<file path="config.mk">
export PLATFORM = sky130hd
export DESIGN_NAME = spi_hold_ctrl
export DESIGN_NICKNAME = d
export VERILOG_FILES = /design/src/rtl/spi_hold_pkg.sv /design/src/rtl/spi_hold_sync.sv /design/src/rtl/spi_hold_fsm.sv /design/src/rtl/spi_hold_shifter.sv /design/src/rtl/spi_hold_ctrl.sv
export SDC_FILE = /design/constraint.sdc
export NUM_CORES = 1
export LEC_CHECK = 0
export ABC_AREA = 1
export CORE_MARGIN = 2
export CORE_UTILIZATION = 40
export DETAILED_ROUTE_END_ITERATION = 10
export HOLD_SLACK_MARGIN = 0.02
export PLACE_DENSITY = 0.69
export SYNTH_ARGS = -nofsm -noshare
export SYNTH_HDL_FRONTEND = slang
export SYNTH_SLANG_ARGS = --single-unit
</file>
<file path="constraint.sdc">
create_clock -name clk -period 1.7 [get_ports clk]
set_input_delay 0.34 -clock clk [delete_from_list [all_inputs] [get_ports clk]]
set_output_delay 0.34 -clock clk [all_outputs]
set_load 0.03 [all_outputs]
</file>
<file path="src/rtl/spi_hold_pkg.sv">
package spi_hold_pkg;

  localparam int unsigned WORD_W      = 8;
  localparam int unsigned SYNC_STAGES = 2;

  typedef enum logic [1:0] {
    ST_IDLE = 2'd0,
    ST_RUN  = 2'd1,
    ST_HOLD = 2'd2
  } hold_state_e;

  // Pause state update, evaluated each system clock on synchronized levels.
  // Decisions are only taken while the serial clock is low.
  function automatic hold_state_e hold_next(input logic ce_n_s,
                                            input logic sck_s,
                                            input logic hold_n_s,
                                            input hold_state_e cur);
    hold_state_e nxt;
    if (ce_n_s)          nxt = ST_IDLE;
    else if (!sck_s)     nxt = hold_n_s ? ST_RUN : ST_HOLD;
    else if (cur == ST_IDLE) nxt = ST_RUN;
    else                 nxt = cur;
    return nxt;
  endfunction

endpackage

</file>
<file path="src/rtl/spi_hold_sync.sv">
module spi_hold_sync #(
  parameter int unsigned W      = 4,
  parameter int unsigned STAGES = 2,
  parameter logic [W-1:0] RST_VAL = '0
) (
  input  logic         clk,
  input  logic         rst_n,
  input  logic [W-1:0] d,
  output logic [W-1:0] q
);

  logic [W-1:0] stg [STAGES];

  generate
    for (genvar i = 0; i < STAGES; i++) begin : g_stage
      if (i == 0) begin : g_first
        always_ff @(posedge clk or negedge rst_n) begin
          if (!rst_n) stg[i] <= RST_VAL;
          else        stg[i] <= d;
        end
      end else begin : g_next
        always_ff @(posedge clk or negedge rst_n) begin
          if (!rst_n) stg[i] <= RST_VAL;
          else        stg[i] <= stg[i-1];
        end
      end
    end
  endgenerate

  assign q = stg[STAGES-1];

endmodule

</file>
<file path="src/rtl/spi_hold_fsm.sv">
module spi_hold_fsm
  import spi_hold_pkg::*;
(
  input  logic clk,
  input  logic rst_n,
  input  logic ce_n_s,
  input  logic sck_s,
  input  logic hold_n_s,
  output logic hold_active,
  output logic running
);

  hold_state_e state_q;

  always_ff @(posedge clk or negedge rst_n) begin
    if (!rst_n) state_q <= ST_IDLE;
    else        state_q <= hold_next(ce_n_s, sck_s, hold_n_s, state_q);
  end

  assign hold_active = (state_q == ST_HOLD);
  assign running     = (state_q == ST_RUN);

  // standby whenever chip enable is high
  p_idle_no_hold_r2: assert property (@(posedge clk) disable iff (!rst_n)
    ce_n_s |=> !hold_active);

  // pause request seen with clock low takes effect next cycle
  p_enter_low_r3: assert property (@(posedge clk) disable iff (!rst_n)
    (!ce_n_s && !sck_s && !hold_n_s) |=> hold_active);

  // with the clock high the pause flag never changes
  p_defer_high_r4: assert property (@(posedge clk) disable iff (!rst_n)
    (!ce_n_s && sck_s) |=> $stable(hold_active));

  // pause persists while the request stays low
  p_stay_held_r7: assert property (@(posedge clk) disable iff (!rst_n)
    (hold_active && !ce_n_s && !hold_n_s) |=> hold_active);

endmodule

</file>
<file path="src/rtl/spi_hold_shifter.sv">
module spi_hold_shifter #(
  parameter int unsigned W = 8
) (
  input  logic         clk,
  input  logic         rst_n,
  input  logic         clear,
  input  logic         shift_en,
  input  logic         din,
  output logic [W-1:0] rx_data,
  output logic         rx_valid
);

  localparam int unsigned CNT_W = (W > 1) ? $clog2(W) : 1;
  localparam logic [CNT_W-1:0] LAST = CNT_W'(W - 1);

  logic [CNT_W-1:0] cnt_q;
  logic [W-1:0]     shreg_q;
  logic             last_bit;

  function automatic logic [CNT_W-1:0] cnt_step(input logic [CNT_W-1:0] c);
    return (c == LAST) ? '0 : c + CNT_W'(1);
  endfunction

  function automatic logic [W-1:0] shift_in(input logic [W-1:0] s, input logic b);
    return {s[W-2:0], b};
  endfunction

  assign last_bit = shift_en && (cnt_q == LAST);

  always_ff @(posedge clk or negedge rst_n) begin
    if (!rst_n) begin
      cnt_q    <= '0;
      shreg_q  <= '0;
      rx_data  <= '0;
      rx_valid <= 1'b0;
    end else begin
      rx_valid <= 1'b0;
      if (clear) begin
        cnt_q   <= '0;
        shreg_q <= '0;
      end else if (shift_en) begin
        cnt_q   <= cnt_step(cnt_q);
        shreg_q <= shift_in(shreg_q, din);
        if (last_bit) begin
          rx_data  <= shift_in(shreg_q, din);
          rx_valid <= 1'b1;
        end
      end
    end
  end

  // standby clears the bit position
  p_clear_pos_r9: assert property (@(posedge clk) disable iff (!rst_n)
    clear |=> (cnt_q == '0));

  // without an accepted edge the position is kept
  p_keep_pos_r8: assert property (@(posedge clk) disable iff (!rst_n)
    (!shift_en && !clear) |=> $stable(cnt_q) && $stable(shreg_q));

  // a byte strobe follows only the last bit position
  p_strobe_r11: assert property (@(posedge clk) disable iff (!rst_n)
    rx_valid |-> $past(shift_en) && ($past(cnt_q) == LAST));

endmodule

</file>
<file path="src/rtl/spi_hold_ctrl.sv">
module spi_hold_ctrl
  import spi_hold_pkg::*;
(
  input  logic              clk,
  input  logic              rst_n,
  input  logic              ce_n,
  input  logic              sck,
  input  logic              hold_n,
  input  logic              si,
  output logic              hold_active,
  output logic              shift_en,
  output logic              so_oe,
  output logic [WORD_W-1:0] rx_data,
  output logic              rx_valid
);

  logic [3:0] raw_in;
  logic [3:0] syn_in;
  logic       ce_n_s, hold_n_s, sck_s, si_s;
  logic       sck_q;
  logic       sck_rise;
  logic       running;

  assign raw_in = {ce_n, hold_n, sck, si};

  spi_hold_sync #(
    .W      (4),
    .STAGES (SYNC_STAGES),
    .RST_VAL(4'b1100)
  ) u_sync (
    .clk  (clk),
    .rst_n(rst_n),
    .d    (raw_in),
    .q    (syn_in)
  );

  assign {ce_n_s, hold_n_s, sck_s, si_s} = syn_in;

  always_ff @(posedge clk or negedge rst_n) begin
    if (!rst_n) sck_q <= 1'b0;
    else        sck_q <= sck_s;
  end

  assign sck_rise = sck_s && !sck_q;

  spi_hold_fsm u_fsm (
    .clk        (clk),
    .rst_n      (rst_n),
    .ce_n_s     (ce_n_s),
    .sck_s      (sck_s),
    .hold_n_s   (hold_n_s),
    .hold_active(hold_active),
    .running    (running)
  );

  assign shift_en = sck_rise && running;
  assign so_oe    = running;

  spi_hold_shifter #(.W(WORD_W)) u_shift (
    .clk     (clk),
    .rst_n   (rst_n),
    .clear   (ce_n_s),
    .shift_en(shift_en),
    .din     (si_s),
    .rx_data (rx_data),
    .rx_valid(rx_valid)
  );

  // a pause silences the driver and the shifter
  p_hold_quiet_r6: assert property (@(posedge clk) disable iff (!rst_n)
    hold_active |-> (!so_oe && !shift_en));

  // driver off whenever chip enable is high
  p_oe_idle_r10: assert property (@(posedge clk) disable iff (!rst_n)
    ce_n_s |=> !so_oe);

  // pause leaves only while the clock is low
  p_exit_low_r5: assert property (@(posedge clk) disable iff (!rst_n)
    $fell(hold_active) |-> (!$past(sck_s) || $past(ce_n_s)));

endmodule

</file>
==> metrics.csv <==
metric,value,unit
worst reg2reg setup slack,0.30,ns
sequential fraction of the synthesis area,62.6,%
critical path depth,1,
chip width,58.9,µm
capturing element of the worst setup path,rx_valid,
Total Nets Final,143,
"Min Clock Period, post-route",1.66,ns
cell with the biggest individual delay on the critical path,clkdlybuf4s50_1,
compound-cell area share of the yosys netlist,1.24,%
kind of cell adding the most delay to the critical path,buffers and inverters,
global-route usage over all layers,13.8,%
remaining design rule violation count,0,
cell total after placement,159,
Max transition margin,62.7,%
critical path start-end classification,register to output pin,
largest area contributor in the synthesized netlist,dfrtp_1,
number of buffers and inverters on the critical path,1,
maximum fanout along the worst path,1,
Max Fclk,604,MHz
depth of the CTS H-tree,2,
clock input transition at the sequential cells of the worst setup and hold paths,0.09,ns
cells traversed along the worst timing path,clkdlybuf4s50_1,
Root Driver,clkbuf_4,
hpwl dp,1.36,mm
slew at the pin closest to its max-slew limit,0.558,ns
antenna-violating nets left,0,
synthesized cell area,1210,µm²
Yosys top cell area share,53.9,%
result of the run,"finished, final reports clean",
Power Density,857,nW/µm²
Worst Hold Margin,0.356,ns
worst skew pair latency,0.32,ns
diode insertion count for antenna repair,0,
RR Endpoint,u_shift.rx_data[0],
post-synth net total,119,
kind of start point of the critical path,register,
Worst Setup SP,u_shift.rx_valid,
Static Leakage,0.895,nW
xor/xnor cell area share of the yosys netlist,0,%
count of distinct cell types in the synthesized netlist,17,
count of routing violations after the opening detailed-route iteration,17,
routed via count,813,
worst r2r path cells,7,
via count of the first global-routing pass,808,
standard-cell rows,19,
placeable core region,2810,µm²
TritonCTS buffer count,5,
initial standard-cell utilization of the core,43.0,%
Critical Path Sink Type,output pin,
startpoint of the worst hold path,u_sync.stg[5],
Final Hold Violating Endpoints,0,
number of port buffers,17,
"Setup violations, final",0,
adder and majority gate portion of the synthesized area,2.07,%
initial antenna violation count,0,
data arrival at the endpoint of the critical path,1.32,ns
Mean Syn Cell Area,10.9,µm²
multiplexer area fraction after synthesis,0,%
Clock Path Buffers,2,
ratio of cells with drive above 1 in the final layout,19.9,%
full die area,3470,µm²
CTS tree,yes,
layout overhead on the synthesized area,22.1,%
wire length of the first global-routing pass,3.57,mm
detailed-route wire length per cell,11.5,µm
Worst VDD drop,0.464,mV
reg2reg start,u_shift.cnt_q[0],
total iterations of the first detailed-routing run,4,
most area-consuming cells after synthesis,"dfrtp_1 54%, nand3_1 12%, dfstp_2 8.7%",
CP max stage delay,0.66,ns
count of yosys warnings during synthesis,0,
synthesized netlist cell count,111,
largest clock skew in the final design,0.00718,ns
die span in y,58.9,µm
wire length after detailed routing,1.93,mm
Overflow after GRT,0,
"commonest cells after routing, fill and taps aside","28 x nand2_1, 28 x nand3_1, 26 x dfrtp_1, 6 x clkdlybuf4s50_1, 6 x dlymetal6s2s_1",
Simple-Gate Fraction of Synth Area,29.6,%
required arrival time at the worst endpoint,1.36,ns
cts hold-fix bufs,0,
global placement routability congestion,0.743,
buffer count from post-CTS setup fixing,0,
pin count of the biggest net entering global routing,31,
total of flip-flops plus latches after synthesis,30,
kind of path behind the tightest hold check,register to register,
count of max-cap constraint violations,0,
number of top-level pins,18,
clock sink count,30,
post-detailed-route via-to-cell ratio,4.87,
dominant combinational cell family by area after synthesis,simple AND/OR/NAND/NOR gates,
final max-slew violation count,0,
Final Non-Filler Cells,167,
post-route fraction of the period consumed by the critical path,97.4,%
CTS resizes,3,
## routing by layer
layer	track usage, %	part of all wire [%]	up-vias
li1	-	-	412
met1	17.4	46	383
met2	21.4	48	11
met3	4.62	4.2	7
met4	6.82	2.0	0
met5	0	0	-
## worst min path at each step
stage          cells after the start  slack [ns]          end
6_report                           0        0.36  u_sync.q[1]
3_5_place_dp                       0        0.35  u_sync.q[1]
4_1_cts                            0        0.36  u_sync.q[3]
2_1_floorplan                      0        0.04        sck_q
5_1_grt                            0        0.36  u_sync.q[2]
3_3_place_gp                       0        0.34  u_sync.q[1]
## power by group
part,internal [mW],switching [mW],leakage (nW)
logic,0.0303,0.0574,0.468
registers,0.732,0.0114,0.391
clock network,0.200,0.232,0.0353
## stage by stage
stage / area (µm²) / util, % / setup TNS (ns) / total power, mW / setup slack, ns
2_1_floorplan: 1210 / - / 0 / 0.808 / 0.462
3_3_place_gp: 1410 / 50.1 / 0 / 0.845 / 0.156
3_5_place_dp: 1410 / 50.1 / 0 / 0.850 / 0.103
4_1_cts: 1460 / 52.1 / 0 / 1.28 / 0.00190
5_1_grt: 1470 / 52.5 / -0.00112 / 1.32 / -0.00112
6_report: 1470 / 52.5 / 0 / 1.26 / 0.0434
## cell type report
type                            count  area, µm²
Clock buffer                        7       55.1
Clock inverter                      1       5.00
Fill cell                         251       1330
Inverter                            7       26.3
Multi-Input combinational cell     71        398
Sequential cell                    30        756
Tap cell                           31       38.8
Timing Repair Buffer               20        195
## registers in the layout, summed over array words and instances (netlist names)
register / cells
u_sync.q: 4
u_shift.shreg_q: 7
u_sync.stg: 4
u_shift.cnt_q: 3
u_fsm.state_q: 2
u_shift.rx_valid: 1
sck_q: 1
u_shift.rx_data: 8
## synth_stat cells (all sizes together)
library cell / n
dfstp: 4
ha: 2
dfrtp: 26
o21ai: 1
inv: 7
buf: 3
nor2: 6
nand2: 31
nand3: 29
a21oi: 2
## logic make-up after synthesis
group	count (synthesis)
AND/OR/NAND/NOR	66
flip-flops	30
AO/OA/AOI/OAI	3
buffers and inverters	10
adder cells (fa/ha/maj)	2
No activity file was read; power rests on OpenSTA's default activity.
